===== config.mk =====
export PLATFORM = sky130hd
export DESIGN_NAME = irqc_cmd_decoder
export DESIGN_NICKNAME = d
export VERILOG_FILES = /design/src/rtl/irqc_pkg.sv /design/src/rtl/irqc_prio_find.sv /design/src/rtl/irqc_init_seq.sv /design/src/rtl/irqc_trig_reg.sv /design/src/rtl/irqc_cmd_decoder.sv
export SDC_FILE = /design/constraint.sdc
export NUM_CORES = 1
export LEC_CHECK = 0
export BUFFER_PORTS_ARGS = -buffer_cell sky130_fd_sc_hd__buf_2
export CAP_MARGIN = 15
export CORE_MARGIN = 5
export CORE_UTILIZATION = 45
export CTS_CLUSTER_DIAMETER = 30
export CTS_CLUSTER_SIZE = 30
export DETAILED_ROUTE_END_ITERATION = 12
export GPL_ROUTABILITY_DRIVEN = 1
export PLACE_DENSITY = 0.67
export SLEW_MARGIN = 20
export SYNTH_ARGS = -nofsm -noshare
export SYNTH_HDL_FRONTEND = slang
export SYNTH_HIERARCHICAL = 1
export SYNTH_SLANG_ARGS = --single-unit

===== constraint.sdc =====
create_clock -name clk -period 5.65 [get_ports clk]
set_clock_uncertainty 0.05 [all_clocks]
set_input_delay 0.2825 -clock clk [delete_from_list [all_inputs] [get_ports clk]]
set_output_delay 0.2825 -clock clk [all_outputs]
set_load 0.02 [all_outputs]

===== src/rtl/irqc_pkg.sv =====
// Shared constants and types for the interrupt command decoder.
// Assumes a byte-wide port and eight inputs, so indices are three bits wide.
package irqc_pkg;
    localparam int LINES       = 8;
    localparam int IDX_W       = $clog2(LINES);
    localparam int BASE_W      = 8 - IDX_W;
    localparam int CASCADE_PIN = 2;

    typedef enum logic [1:0] {
        INIT_IDLE = 2'd0,
        INIT_BASE = 2'd1,
        INIT_SKIP = 2'd2,
        INIT_MODE = 2'd3
    } init_st_t;
endpackage


===== src/rtl/irqc_prio_find.sv =====
// Rotating priority finder: returns the set bit of highest priority, where
// priority rank is (index - base) mod N and rank 0 wins.
// Assumes N is a power of two so index arithmetic wraps by truncation.
module irqc_prio_find #(
    parameter int N = 8,
    parameter int W = $clog2(N)
) (
    input  logic [N-1:0] vec,
    input  logic [W-1:0] base,
    output logic         found,
    output logic [W-1:0] idx,
    output logic [W-1:0] rank
);
    logic [W-1:0] pos;

    // Scan from lowest priority upward so the last hit is the best one.
    always_comb begin
        found = 1'b0;
        idx   = '0;
        pos   = '0;
        for (int k = N - 1; k >= 0; k--) begin
            pos = base + W'(k);
            if (vec[pos]) begin
                found = 1'b1;
                idx   = pos;
            end
        end
        rank = idx - base;
    end
endmodule


===== src/rtl/irqc_init_seq.sv =====
// Initialization word sequencer. Tracks which data-port write is expected
// after a start command and holds the vector base and mode flags.
// Assumes the start command and a data write never coincide (different address).
module irqc_init_seq
    import irqc_pkg::*;
(
    input  logic              clk,
    input  logic              rst_n,
    input  logic              start_wr,
    input  logic              data_wr,
    input  logic [7:0]        wdata,
    output logic              init_active,
    output logic              mask_wr,
    output logic [BASE_W-1:0] vec_base,
    output logic              nest_special,
    output logic              auto_eoi
);
    init_st_t st;
    logic     mode_wanted;

    // Sequence state and the words it captures.
    always_ff @(posedge clk) begin
        if (!rst_n) begin
            st           <= INIT_IDLE;
            mode_wanted  <= 1'b0;
            vec_base     <= '0;
            nest_special <= 1'b0;
            auto_eoi     <= 1'b0;
        end else if (start_wr) begin
            st           <= INIT_BASE;
            mode_wanted  <= wdata[0];
            vec_base     <= '0;
            nest_special <= 1'b0;
            auto_eoi     <= 1'b0;
        end else if (data_wr) begin
            case (st)
                INIT_BASE: begin
                    vec_base <= wdata[7:IDX_W];
                    st       <= INIT_SKIP;
                end
                INIT_SKIP: st <= mode_wanted ? INIT_MODE : INIT_IDLE;
                INIT_MODE: begin
                    nest_special <= wdata[4];
                    auto_eoi     <= wdata[1];
                    st           <= INIT_IDLE;
                end
                default: st <= INIT_IDLE;
            endcase
        end
    end

    // Data writes outside the sequence go to the mask.
    assign mask_wr     = data_wr && (st == INIT_IDLE);
    assign init_active = (st != INIT_IDLE);
endmodule


===== src/rtl/irqc_trig_reg.sv =====
// Trigger-mode register: keeps only the bits that this instance allows.
// Assumes the writable mask is fixed by the master/slave role.
module irqc_trig_reg #(
    parameter bit IS_MASTER = 1'b1
) (
    input  logic       clk,
    input  logic       rst_n,
    input  logic       wr,
    input  logic [7:0] wdata,
    output logic [7:0] level_sel
);
    logic [7:0] wmask;

    // Pick the writable mask for the role.
    generate
        if (IS_MASTER) begin : g_master
            assign wmask = 8'hF8;
        end else begin : g_slave
            assign wmask = 8'hDE;
        end
    endgenerate

    // Store the filtered write.
    always_ff @(posedge clk) begin
        if (!rst_n)  level_sel <= '0;
        else if (wr) level_sel <= wdata & wmask;
    end
endmodule


===== src/rtl/irqc_cmd_decoder.sv =====
// Command decoder of one eight-input interrupt controller: decodes the
// two-address byte port, holds mask and priority base, serves reads and
// poll reads, and strobes clears toward an external resolver.
// Assumes req_vec/svc_vec come from that resolver and that it applies the
// clear strobes on the edge after they are asserted.
module irqc_cmd_decoder
    import irqc_pkg::*;
#(
    parameter bit IS_MASTER = 1'b1
) (
    input  logic              clk,
    input  logic              rst_n,
    input  logic              wr_en,
    input  logic              rd_en,
    input  logic              reg_sel,
    input  logic [7:0]        wdata,
    input  logic              trig_wr_en,
    input  logic [LINES-1:0]  req_vec,
    input  logic [LINES-1:0]  svc_vec,
    output logic [7:0]        rdata,
    output logic [LINES-1:0]  mask_out,
    output logic [BASE_W-1:0] vec_base,
    output logic              nest_special,
    output logic              auto_eoi,
    output logic              rotate_auto,
    output logic              smask_mode,
    output logic [IDX_W-1:0]  prio_base,
    output logic [LINES-1:0]  isr_clr,
    output logic [LINES-1:0]  irr_clr,
    output logic              init_active,
    output logic [LINES-1:0]  level_sel
);
    logic             start_wr, sel_wr, op_wr, mask_wr, poll_rd;
    logic [2:0]       code;
    logic             rd_svc, poll_armed;
    logic             eoi_found, req_found, cmp_found, poll_win;
    logic [IDX_W-1:0] eoi_idx, eoi_rank, req_idx, req_rank, cmp_idx, cmp_rank;
    logic [LINES-1:0] cmp_vec;

    assign start_wr = wr_en && !reg_sel && wdata[4];
    assign sel_wr   = wr_en && !reg_sel && !wdata[4] && wdata[3];
    assign op_wr    = wr_en && !reg_sel && !wdata[4] && !wdata[3];
    assign code     = wdata[7:5];
    assign poll_rd  = rd_en && poll_armed;

    irqc_init_seq i_seq (
        .clk(clk), .rst_n(rst_n), .start_wr(start_wr),
        .data_wr(wr_en && reg_sel), .wdata(wdata),
        .init_active(init_active), .mask_wr(mask_wr), .vec_base(vec_base),
        .nest_special(nest_special), .auto_eoi(auto_eoi)
    );

    irqc_trig_reg #(.IS_MASTER(IS_MASTER)) i_trig (
        .clk(clk), .rst_n(rst_n), .wr(trig_wr_en), .wdata(wdata),
        .level_sel(level_sel)
    );

    // Highest-priority in-service input for non-specific end of interrupt.
    irqc_prio_find #(.N(LINES)) i_eoi_find (
        .vec(svc_vec), .base(prio_base),
        .found(eoi_found), .idx(eoi_idx), .rank(eoi_rank)
    );

    // Best unmasked request for poll reads.
    irqc_prio_find #(.N(LINES)) i_req_find (
        .vec(req_vec & ~mask_out), .base(prio_base),
        .found(req_found), .idx(req_idx), .rank(req_rank)
    );

    // In-service level the request must beat; cascade input left out in nested mode.
    generate
        if (IS_MASTER) begin : g_cmp_master
            assign cmp_vec = nest_special ?
                (svc_vec & ~(LINES'(1) << CASCADE_PIN)) : svc_vec;
        end else begin : g_cmp_slave
            assign cmp_vec = svc_vec;
        end
    endgenerate

    irqc_prio_find #(.N(LINES)) i_cmp_find (
        .vec(cmp_vec), .base(prio_base),
        .found(cmp_found), .idx(cmp_idx), .rank(cmp_rank)
    );

    assign poll_win = req_found && (!cmp_found || (req_rank < cmp_rank));

    // Decoder-held state: mask, priority base, read/poll/mode flags.
    always_ff @(posedge clk) begin
        if (!rst_n) begin
            mask_out    <= '0;
            prio_base   <= '0;
            rd_svc      <= 1'b0;
            poll_armed  <= 1'b0;
            smask_mode  <= 1'b0;
            rotate_auto <= 1'b0;
        end else begin
            if (poll_rd) poll_armed <= 1'b0;
            if (start_wr) begin
                mask_out    <= '0;
                prio_base   <= '0;
                rd_svc      <= 1'b0;
                poll_armed  <= 1'b0;
                smask_mode  <= 1'b0;
                rotate_auto <= 1'b0;
            end else if (mask_wr) begin
                mask_out <= wdata;
            end else if (sel_wr) begin
                if (wdata[2]) poll_armed <= 1'b1;
                if (wdata[1]) rd_svc     <= wdata[0];
                if (wdata[6]) smask_mode <= wdata[5];
            end else if (op_wr) begin
                case (code)
                    3'd0, 3'd4: rotate_auto <= code[2];
                    3'd5: if (eoi_found) prio_base <= eoi_idx + 1'b1;
                    3'd6: prio_base <= wdata[IDX_W-1:0] + 1'b1;
                    3'd7: prio_base <= wdata[IDX_W-1:0] + 1'b1;
                    default: ;
                endcase
            end
        end
    end

    // Clear strobes from commands and poll reads, merged.
    always_comb begin
        isr_clr = '0;
        irr_clr = '0;
        if (start_wr) begin
            isr_clr = '1;
            irr_clr = '1;
        end else if (op_wr) begin
            case (code)
                3'd1, 3'd5: if (eoi_found) isr_clr[eoi_idx] = 1'b1;
                3'd3, 3'd7: isr_clr[wdata[IDX_W-1:0]] = 1'b1;
                default: ;
            endcase
        end
        if (poll_rd && poll_win) begin
            isr_clr[req_idx] = 1'b1;
            irr_clr[req_idx] = 1'b1;
        end
    end

    // Read data, valid in the cycle of rd_en.
    always_comb begin
        if (!rd_en)          rdata = '0;
        else if (poll_armed) rdata = poll_win ? 8'(req_idx) : 8'd7;
        else if (reg_sel)    rdata = mask_out;
        else                 rdata = rd_svc ? svc_vec : req_vec;
    end
endmodule


==> reports/results.txt, run 1 <==
R2R cell count - 14
post-route ant nets - 0
Final Max Tran Viols - 0
delay-heaviest family, CP - multiplexers
final-report hold violation count - 0
Fmax - 188 MHz
die width - 110 um
pwr dens - 144 nW/um^2
dpl hpwl - 10000 um
Root Buffer - clkbuf_8
GRT Total Usage - 0.222
routed wire length - 13200 um
Sw Share - 0.365
critical path class - flip-flop to output pin
n_diodes - 0
Worst setup SP type - flip-flop
status - finished clean
Initial Util - 0.463
Clock Sinks - 30
CTS buffer count - 5
Data required, critical path - 5320 ps
vias in the first global route - 4445
first-pass GRT wire length - 21900 um
die area - 12200 um^2
DR vias/cell - 6.14
CP Max Fanout - 21
post-route setup slack - 344 ps
largest net degree at the start of global routing - 31
sequential share of power - 0.304
DRC - 0
mapped cell area - 4530 um^2
CTS tree - yes
post-synthesis cell count - 553
unrepaired setup endpoints after global routing - no
Slew HR - 0.536
initial antenna violation count - 0
maximum VDD drop - 0.000194 V
Worst path max stage delay - 670 ps
internal power - 0.466 mW
post-route insts no fill - 748
yosys warns - 6
CTS Buffer Depth - 2
syn_area_per_cell - 8.19 um^2
CP Data Arrival Time - 4970 ps
Hold Buf Count CTS - 0
H-tree levels - 2
Port Buf Inserts - 79
setup violators final - 0
crit-path cells - buf_6 -> mux4_1 -> mux2i_2 -> a21oi_1 -> nor2_1 -> o21ai_1 -> o31ai_1 -> ha_1 -> inv_1 -> fa_1 -> xor2_1 -> ha_1 -> or4b_2 -> a21oi_1 -> nor2_1 -> o221ai_1 -> buf_2
grt total ovfl - 0
Worst path depth - 17
Setup WS pre-CTS - 369 ps
post-route minimum period - 5310 ps
share of cells above drive strength 1 - 0.257
Clk pwr share - 0.301
FP Rows - 36
Worst-path clk slew - 70 ps
Vias - 4594
Die Y - 110 um
Min-Delay Path Class - input pin to flip-flop
I/O Pins - 83
period utilisation layout - 0.939
Fin Setup TNS - 0 ps
DR iter-0 viols - 351
combinational power share - 0.395
met2 Track Usage GR - 0.373
sw power - 0.268 mW
nets - 662
Slew @ Worst Pin - 696 ps
Hold Crit Depth - 2
Routed WL per cell - 17.7 um
DRT Pass-1 Iters - 5
leak pwr - 2.09 nW
Fillers - 953
DP Cell Count - 738
CP endpoint kind - output pin
Maximum Capacitance Violations - 0
Layout area overhead - 12.2%
Core Footprint - 9770 um^2
GR Util met3 - 0.0285
met1 Usage GRT - 0.308
critical path buffer and inverter count - 3
gpl congestion - 0.912
Crit-path slowest cell - or4b_2
clk_lat worst skew - 280 ps
GRT busiest layer - met2
==> metal layers <==
metal  up-vias  wire [um]
met5         -          0
met4         0        175
met3        14        790
met2       177       6260
met1      2202       5980
li1       2201          -
==> worst register-to-register path: stages, from the launching register on <==
cell	delay (ps)
dfxtp_4	420
buf_6	290
inv_1	210
ha_1	500
mux4_1	460
mux2i_1	370
a21oi_1	110
o21ai_0	190
nand2_1	80
a22o_1	280
mux2_2	320
ha_1	200
nor3_1	170
nand3b_1	120
a21oi_1	70
==> layout make-up <==
cell class,instances,area [um^2],area share
multi-input cells,450,3570,0.702
flip-flops and latches,30,609,0.120
inverters,39,146,0.0288
clock inverters,1,30.0,0.00591
repair buffers,89,478,0.0941
well taps,133,166,0.0328
clock buffers,6,82.6,0.0163
==> flip-flops by register name, summed over array words and instances (netlist names), 2 cells and up <==
| signal | flops |
|---|---|
| i_seq/st | 2 |
| i_trig/level_sel | 5 |
| i_seq/vec_base | 5 |
| mask_out | 8 |
| prio_base | 3 |
==> timing repair <==
action                     in CTS  in global routing
setup endpoints to repair       0                 17
resized for setup               0                 10
setup buffers                   0                  3
==> power groups by stage <==
stage | combinational, mW | clock, mW | sequential, mW
2_1_floorplan | 0.199 | 0 | 0.233
3_3_place_gp | 0.278 | 0 | 0.229
3_5_place_dp | 0.282 | 0 | 0.229
4_1_cts | 0.284 | 0.222 | 0.224
5_1_grt | 0.318 | 0.234 | 0.224
6_report | 0.290 | 0.221 | 0.223
==> path summary, 6_finish.rpt <==
path	start	to	slack, ps
hold reg to reg	i_trig/level_sel[5]	i_trig/level_sel[5]	470
setup / recovery	prio_base[0]	isr_clr[4]	340
hold / removal	rst_n	i_seq/st[0]	270
setup reg to reg	prio_base[1]	prio_base[2]	1680
==> stage by stage <==
stage | power [mW] | hold WS [ps] | area, um^2 | utilization
finish | 0.734 | 267 | 5080 | 0.520
global route | 0.776 | 272 | 5080 | 0.520
CTS | 0.729 | 262 | 5020 | 0.514
detailed placement | 0.511 | 457 | 4910 | 0.502
global placement | 0.507 | 448 | 4910 | 0.502
floorplan | 0.433 | 360 | 4540 | -
==> layout by cell type, fill, tap and decap left out, drive strengths merged, types with 5 or more instances in the layout <==
cell / instances
clkbuf: 6
nand3: 14
nor2: 44
a22o: 5
buf: 89
dfxtp: 30
o21ai: 39
nand2b: 7
nor2b: 21
nand2: 52
mux2i: 45
a221oi: 10
o221ai: 10
nor4: 5
ha: 15
a21bo: 8
a31oi: 7
nor3: 8
a21oi: 34
inv: 39
mux2: 15
a32oi: 7
a211oi: 7
mux4: 24
xor2: 9
Note: power is estimated with default switching activity, not from simulation.
==> inputs of run 2 (changes only) <==
--- a/config.mk
+++ b/config.mk
@@ -7,13 +7,17 @@
 export LEC_CHECK = 0
 export BUFFER_PORTS_ARGS = -buffer_cell sky130_fd_sc_hd__buf_2
 export CAP_MARGIN = 15
+export CELL_PAD_IN_SITES_DETAIL_PLACEMENT = 1
+export CELL_PAD_IN_SITES_GLOBAL_PLACEMENT = 1
 export CORE_MARGIN = 5
-export CORE_UTILIZATION = 45
+export CORE_UTILIZATION = 43
 export CTS_CLUSTER_DIAMETER = 30
 export CTS_CLUSTER_SIZE = 30
 export DETAILED_ROUTE_END_ITERATION = 12
 export GPL_ROUTABILITY_DRIVEN = 1
-export PLACE_DENSITY = 0.67
+export GPL_TIMING_DRIVEN = 0
+export HOLD_SLACK_MARGIN = 0.15
+export PLACE_DENSITY_LB_ADDON = 0.1
 export SLEW_MARGIN = 20
 export SYNTH_ARGS = -nofsm -noshare
 export SYNTH_HDL_FRONTEND = slang
==> reports/results.txt, run 2 (synthesis gave the netlist of run 1 again) <==
status - finished clean (unchanged)
H-tree levels - 2 (unchanged)
post-route setup slack - 254 ps (was 344 ps)
Hold Crit Depth - 3 (was 2)
Maximum Capacitance Violations - 0 (unchanged)
DR iter-0 viols - 378 (was 351)
R2R cell count - 16 (was 14)
Setup WS pre-CTS - -842 ps (was 369 ps)
Routed WL per cell - 19.9 um (was 17.7 um)
RR Startpoint - prio_base[1] (unchanged)
period utilisation layout - 0.955 (was 0.939)
grt total ovfl - 0 (unchanged)
nets - 695 (was 662)
largest net degree at the start of global routing - 12 (was 31)
DRT Pass-1 Iters - 5 (unchanged)
FF-to-FF setup slack - 1280 ps (was 1680 ps)
initial antenna violation count - 0 (unchanged)
total power - 0.728 mW (was 0.734 mW)
Vias - 4794 (was 4594)
Biggest register - mask_out (unchanged)
setup violators final - 0 (unchanged)
post-route ant nets - 0 (unchanged)
FP Rows - 37 (was 36)
vias in the first global route - 4902 (was 4445)
placed inst area - 5080 um^2 (was 4910 um^2)
n_diodes - 0 (unchanged)
die area - 12700 um^2 (was 12200 um^2)
most frequent cells in the layout - buf_2 (77), nand2_1 (52), nor2_1 (43), mux2i_1 (42), inv_1 (38) (was buf_2 (79), nand2_1 (52), nor2_1 (44), mux2i_1 (43), inv_1 (39))
CTS tree - yes (unchanged)
Min-Delay Path Class - input pin to flip-flop (unchanged)
dpl hpwl - 11900 um (was 10000 um)
GRT Total Usage - 0.236 (was 0.222)
CTS Buffer Depth - 2 (unchanged)
critical path class - flip-flop to output pin (unchanged)
Port Buf Inserts - 75 (was 79)
I/O Pins - 83 (unchanged)
Final Max Tran Viols - 0 (unchanged)
worst setup path end - isr_clr[4] (unchanged)
Core Footprint - 10300 um^2 (was 9770 um^2)
share of cells above drive strength 1 - 0.288 (was 0.257)
DRC - 0 (unchanged)
gpl congestion - 0.897 (was 0.912)
Die Y - 113 um (was 110 um)
final-report hold violation count - 0 (unchanged)
Root Buffer - clkbuf_8 (unchanged)
CTS buffer count - 5 (unchanged)
Worst setup SP type - flip-flop (unchanged)
Layout area overhead - 19.2% (was 12.2%)
Fin Setup TNS - 0 ps (unchanged)
Slew HR - 0.529 (was 0.536)
clk_lat worst skew - 280 ps (about the same)
max reg flops - 8 (unchanged)
Data required, critical path - 5320 ps (about the same)
Clock Sinks - 30 (unchanged)
maximum VDD drop - 0.000152 V (was 0.000194 V)
routed wire length - 15600 um (was 13200 um)
Slew @ Worst Pin - 707 ps (was 696 ps)
commonest non-fill, non-tap cell in the layout - buf_2 (unchanged)
first-pass GRT wire length - 24900 um (was 21900 um)
CP Data Arrival Time - 5060 ps (was 4970 ps)
CP startpoint - prio_base[1] (was prio_base[0])
Fmax - 185 MHz (was 188 MHz)
post-route minimum period - 5400 ps (was 5310 ps)
final instance area - 5400 um^2 (was 5080 um^2)
RR Endpoint - prio_base[2] (unchanged)
die width - 113 um (was 110 um)
leak pwr - 2.23 nW (was 2.09 nW)
CP Max Fanout - 10 (was 21)
Worst-path clk slew - 70 ps (about the same)
Fillers - 1294 (was 953)
CP endpoint kind - output pin (unchanged)
pwr dens - 135 nW/um^2 (was 144 nW/um^2)
biggest registers after layout - mask_out (8), i_seq/vec_base (5), i_trig/level_sel (5) (unchanged)
DR vias/cell - 6.11 (was 6.14)
Initial Util - 0.441 (was 0.463)
Hold Buf Count CTS - 0 (unchanged)
## run 2: final cells by class
type	count	area [um^2]	area share
multi-input cells	450	3640	0.675
repair buffers	88	483	0.0895
plain buffers	34	251	0.0466
clock inverters	1	5.00	0.000927
flip-flops and latches	30	608	0.113
inverters	39	150	0.0278
clock buffers	7	86.3	0.0160
well taps	136	170	0.0315
## run 2: through the flow
step / instances / hold WS, ps / util
6_report: 785 / 241 / 0.525
3_5_place_dp: 766 / 449 / 0.495
5_1_grt: 785 / 262 / 0.525
3_3_place_gp: 766 / 439 / 0.495
4_1_cts: 775 / 239 / 0.509
2_1_floorplan: 555 / 360 / -
## run 2: routing by layer
layer | global-route usage | up-vias | routed length (um)
met3 | 0.0318 | 23 | 778
li1 | - | 2259 | -
met4 | 0.0633 | 0 | 303
met2 | 0.395 | 149 | 7390
met5 | 0 | - | 0
met1 | 0.319 | 2363 | 7130
## run 2: how the worst min path moves through the flow
stage | to | slack (ps) | startpoint
2_1_floorplan | i_seq/st[0] | 360 | rst_n
3_3_place_gp | i_seq/st[1] | 440 | i_seq/mode_wanted
3_5_place_dp | rotate_auto | 450 | rotate_auto
4_1_cts | i_seq/vec_base[2] | 240 | wdata[5]
5_1_grt | i_seq/st[0] | 260 | rst_n
6_report | i_seq/vec_base[2] | 240 | wdata[5]
## run 2: critical path, stage by stage, from the launching register on
cell	delay (ps)
dfxtp_4	390
buf_4	200
inv_1	180
ha_4	370
mux4_2	390
mux2_4	330
nor2_1	130
o2111ai_1	110
a21oi_1	220
o31ai_2	160
fa_1	460
xor2_1	180
ha_1	250
or4b_2	730
a21oi_4	180
nor2_4	100
o221ai_1	210
buf_4	180
## run 2: timing repair
action                     4_1_cts  5_1_grt
pin swaps                        0        2
buffers inserted                 3       10
setup endpoints to repair       19       17
resized for setup               15       21
hold endpoints to repair         0        0
## run 2: power breakdown
part	switching [mW]	internal, mW	total, mW
Sequential	0.00562	0.217	0.222
Combinational	0.202	0.123	0.325
Clock	0.0823	0.0982	0.180
Total	0.290	0.438	0.728
==> inputs of run 3 (changes only) <==
--- a/config.mk
+++ b/config.mk
@@ -17,7 +17,7 @@
 export GPL_ROUTABILITY_DRIVEN = 1
 export GPL_TIMING_DRIVEN = 0
 export HOLD_SLACK_MARGIN = 0.15
-export PLACE_DENSITY_LB_ADDON = 0.1
+export PLACE_DENSITY = 0.89
 export SLEW_MARGIN = 20
 export SYNTH_ARGS = -nofsm -noshare
 export SYNTH_HDL_FRONTEND = slang
==> reports/results.txt, run 3 (synthesis gave the netlist of run 1 again) <==
share of cells above drive strength 1 - 0.280 (was 0.288)
CTS Buffer Depth - 2 (unchanged)
Min-Delay Path Class - input pin to flip-flop (unchanged)
Biggest register - mask_out (unchanged)
CP endpoint kind - output pin (unchanged)
sequential share of power - 0.308 (was 0.306)
max reg flops - 8 (unchanged)
sw power - 0.291 mW (was 0.290 mW)
status - finished clean (unchanged)
DRC - 0 (unchanged)
GRT busiest layer - met2 (unchanged)
DR vias/cell - 6.42 (was 6.11)
CTS buffer count - 5 (unchanged)
internal power - 0.433 mW (was 0.438 mW)
Initial Util - 0.441 (unchanged)
met2 Track Usage GR - 0.453 (was 0.395)
Routed WL per cell - 21.6 um (was 19.9 um)
maximum VDD drop - 0.000168 V (was 0.000152 V)
final-report hold violation count - 0 (unchanged)
leak pwr - 2.20 nW (was 2.23 nW)
n_diodes - 0 (unchanged)
dpl hpwl - 12200 um (was 11900 um)
Data required, critical path - 5320 ps (about the same)
Setup WS pre-CTS - -821 ps (was -842 ps)
Fillers - 1280 (was 1294)
Worst path depth - 17 (unchanged)
Vias - 5017 (was 4794)
final core utilization - 0.517 (was 0.525)
die area - 12700 um^2 (unchanged)
CP Max Fanout - 10 (unchanged)
combinational power share - 0.441 (was 0.447)
Maximum Capacitance Violations - 0 (unchanged)
Worst path max stage delay - 670 ps (was 730 ps)
largest net degree at the start of global routing - 12 (unchanged)
Final Max Tran Viols - 0 (unchanged)
DRT Pass-1 Iters - 5 (unchanged)
biggest registers after layout - mask_out (8), i_seq/vec_base (5), i_trig/level_sel (5) (unchanged)
delay-heaviest family, CP - compound AO/OA/AOI/OAI gates (was adder cells)
Hold Buf Count CTS - 0 (unchanged)
Worst setup SP type - flip-flop (unchanged)
DR iter-0 viols - 319 (was 378)
grt total ovfl - 0 (unchanged)
die width - 113 um (unchanged)
FF-to-FF setup slack - 1310 ps (was 1280 ps)
critical path buffer and inverter count - 3 (unchanged)
first-pass GRT wire length - 27000 um (was 24900 um)
vias in the first global route - 5254 (was 4902)
nets - 692 (was 695)
H-tree levels - 2 (unchanged)
total power - 0.724 mW (was 0.728 mW)
Fmax - 178 MHz (was 185 MHz)
post-route minimum period - 5610 ps (was 5400 ps)
Hold Crit Depth - 3 (unchanged)
RR Startpoint - prio_base[1] (unchanged)
routed wire length - 16900 um (was 15600 um)
Slew HR - 0.492 (was 0.529)
GRT Total Usage - 0.258 (was 0.236)
commonest non-fill, non-tap cell in the layout - buf_2 (unchanged)
most frequent cells in the layout - buf_2 (81), nand2_1 (52), nor2_1 (43), mux2i_1 (42), inv_1 (38) (was buf_2 (77), nand2_1 (52), nor2_1 (43), mux2i_1 (42), inv_1 (38))
Clk pwr share - 0.251 (was 0.248)
met1 Usage GRT - 0.302 (was 0.319)
crit-path cells - buf_4 -> inv_1 -> ha_4 -> mux4_2 -> a21bo_2 -> and2_1 -> o21ai_0 -> a31oi_1 -> a21oi_1 -> o31ai_2 -> fa_1 -> ha_1 -> or4b_2 -> a21oi_2 -> nor2_2 -> o221ai_1 -> buf_2 (was buf_4 -> inv_1 -> ha_4 -> mux4_2 -> mux2_4 -> nor2_1 -> o2111ai_1 -> a21oi_1 -> o31ai_2 -> fa_1 -> xor2_1 -> ha_1 -> or4b_2 -> a21oi_4 -> nor2_4 -> o221ai_1 -> buf_4)
hold endpoint - i_trig/level_sel[5] (was i_seq/vec_base[2])
Clock Sinks - 30 (unchanged)
CP Data Arrival Time - 5280 ps (was 5060 ps)
final instance area - 5310 um^2 (was 5400 um^2)
period utilisation layout - 0.994 (was 0.955)
Worst-path clk slew - 70 ps (about the same)
R2R cell count - 16 (unchanged)
critical path class - flip-flop to output pin (unchanged)
pwr dens - 136 nW/um^2 (was 135 nW/um^2)
initial antenna violation count - 0 (unchanged)
I/O Pins - 83 (unchanged)
GR Util met3 - 0.0420 (was 0.0318)
Crit-path slowest cell - or4b_2 (unchanged)
FP Rows - 37 (unchanged)
Sw Share - 0.403 (was 0.398)
RR Endpoint - prio_base[2] (unchanged)
Layout area overhead - 17.3% (was 19.2%)
post-route setup slack - 35.2 ps (was 254 ps)
Hold Startpoint - trig_wr_en (was wdata[5])
CTS tree - yes (unchanged)
Root Buffer - clkbuf_8 (unchanged)
gpl congestion - 0.927 (was 0.897)
Core Footprint - 10300 um^2 (unchanged)
Die Y - 113 um (unchanged)
post-route ant nets - 0 (unchanged)
Port Buf Inserts - 75 (unchanged)
placed inst area - 5080 um^2 (unchanged)
setup violators final - 0 (unchanged)
clk_lat worst skew - 280 ps (about the same)
Slew @ Worst Pin - 761 ps (was 707 ps)
run 3: how the worst max path moves through the flow:
stage,slack (ps),from,endpoint
6_report,40,prio_base[1],isr_clr[4]
3_5_place_dp,-820,prio_base[1],isr_clr[4]
5_1_grt,-90,prio_base[0],isr_clr[0]
3_3_place_gp,-610,prio_base[1],isr_clr[0]
4_1_cts,80,prio_base[0],isr_clr[4]
2_1_floorplan,4,prio_base[1],irr_clr[0]
run 3: worst reg2reg max path, stage by stage (launching register included):
cell and delay (ps):
dfxtp_4 380, buf_4 180, buf_2 280, inv_1 180
ha_1 320, clkbuf_1 360, mux4_1 500, mux2_2 360
a2111oi_2 340, o21ai_0 140, o21ai_1 400, nand2_1 80
o21ai_0 120, ha_1 210, nor3_1 50, nand3b_1 160
a21oi_1 150
run 3: stage by stage:
stage,cells,hold slack (ps),setup TNS (ps)
3_5_place_dp,766,456,-10820
5_1_grt,782,262,-446
3_3_place_gp,766,424,-7600
6_report,782,255,0
4_1_cts,775,252,0
2_1_floorplan,555,360,0
run 3: cell type report:
cell class	instances	area, um^2	area share
repair buffers	85	450	0.0848
plain buffers	34	244	0.0459
inverters	39	150	0.0283
flip-flops and latches	30	608	0.114
well taps	136	170	0.0320
clock buffers	7	86.3	0.0163
clock inverters	1	5.00	0.000942
multi-input cells	450	3600	0.677
run 3: metal layers:
layer  share of wire  routed length [um]
met3           0.063                1070
met2            0.50                8460
met4           0.040                 685
met5               0                   0
met1            0.40                6720
run 3: power groups by stage:
stage	clock [mW]	sequential, mW	combinational (mW)
finish	0.182	0.223	0.319
global route	0.192	0.224	0.343
CTS	0.182	0.223	0.307
detailed placement	0	0.228	0.295
global placement	0	0.228	0.279
floorplan	0	0.233	0.199
run 3: timing repair:
action / CTS / global route
setup endpoints to repair: 19 / 15
resized for setup: 19 / 2
endpoints found under the hold margin: 0 / 0
setup buffers: 3 / 7
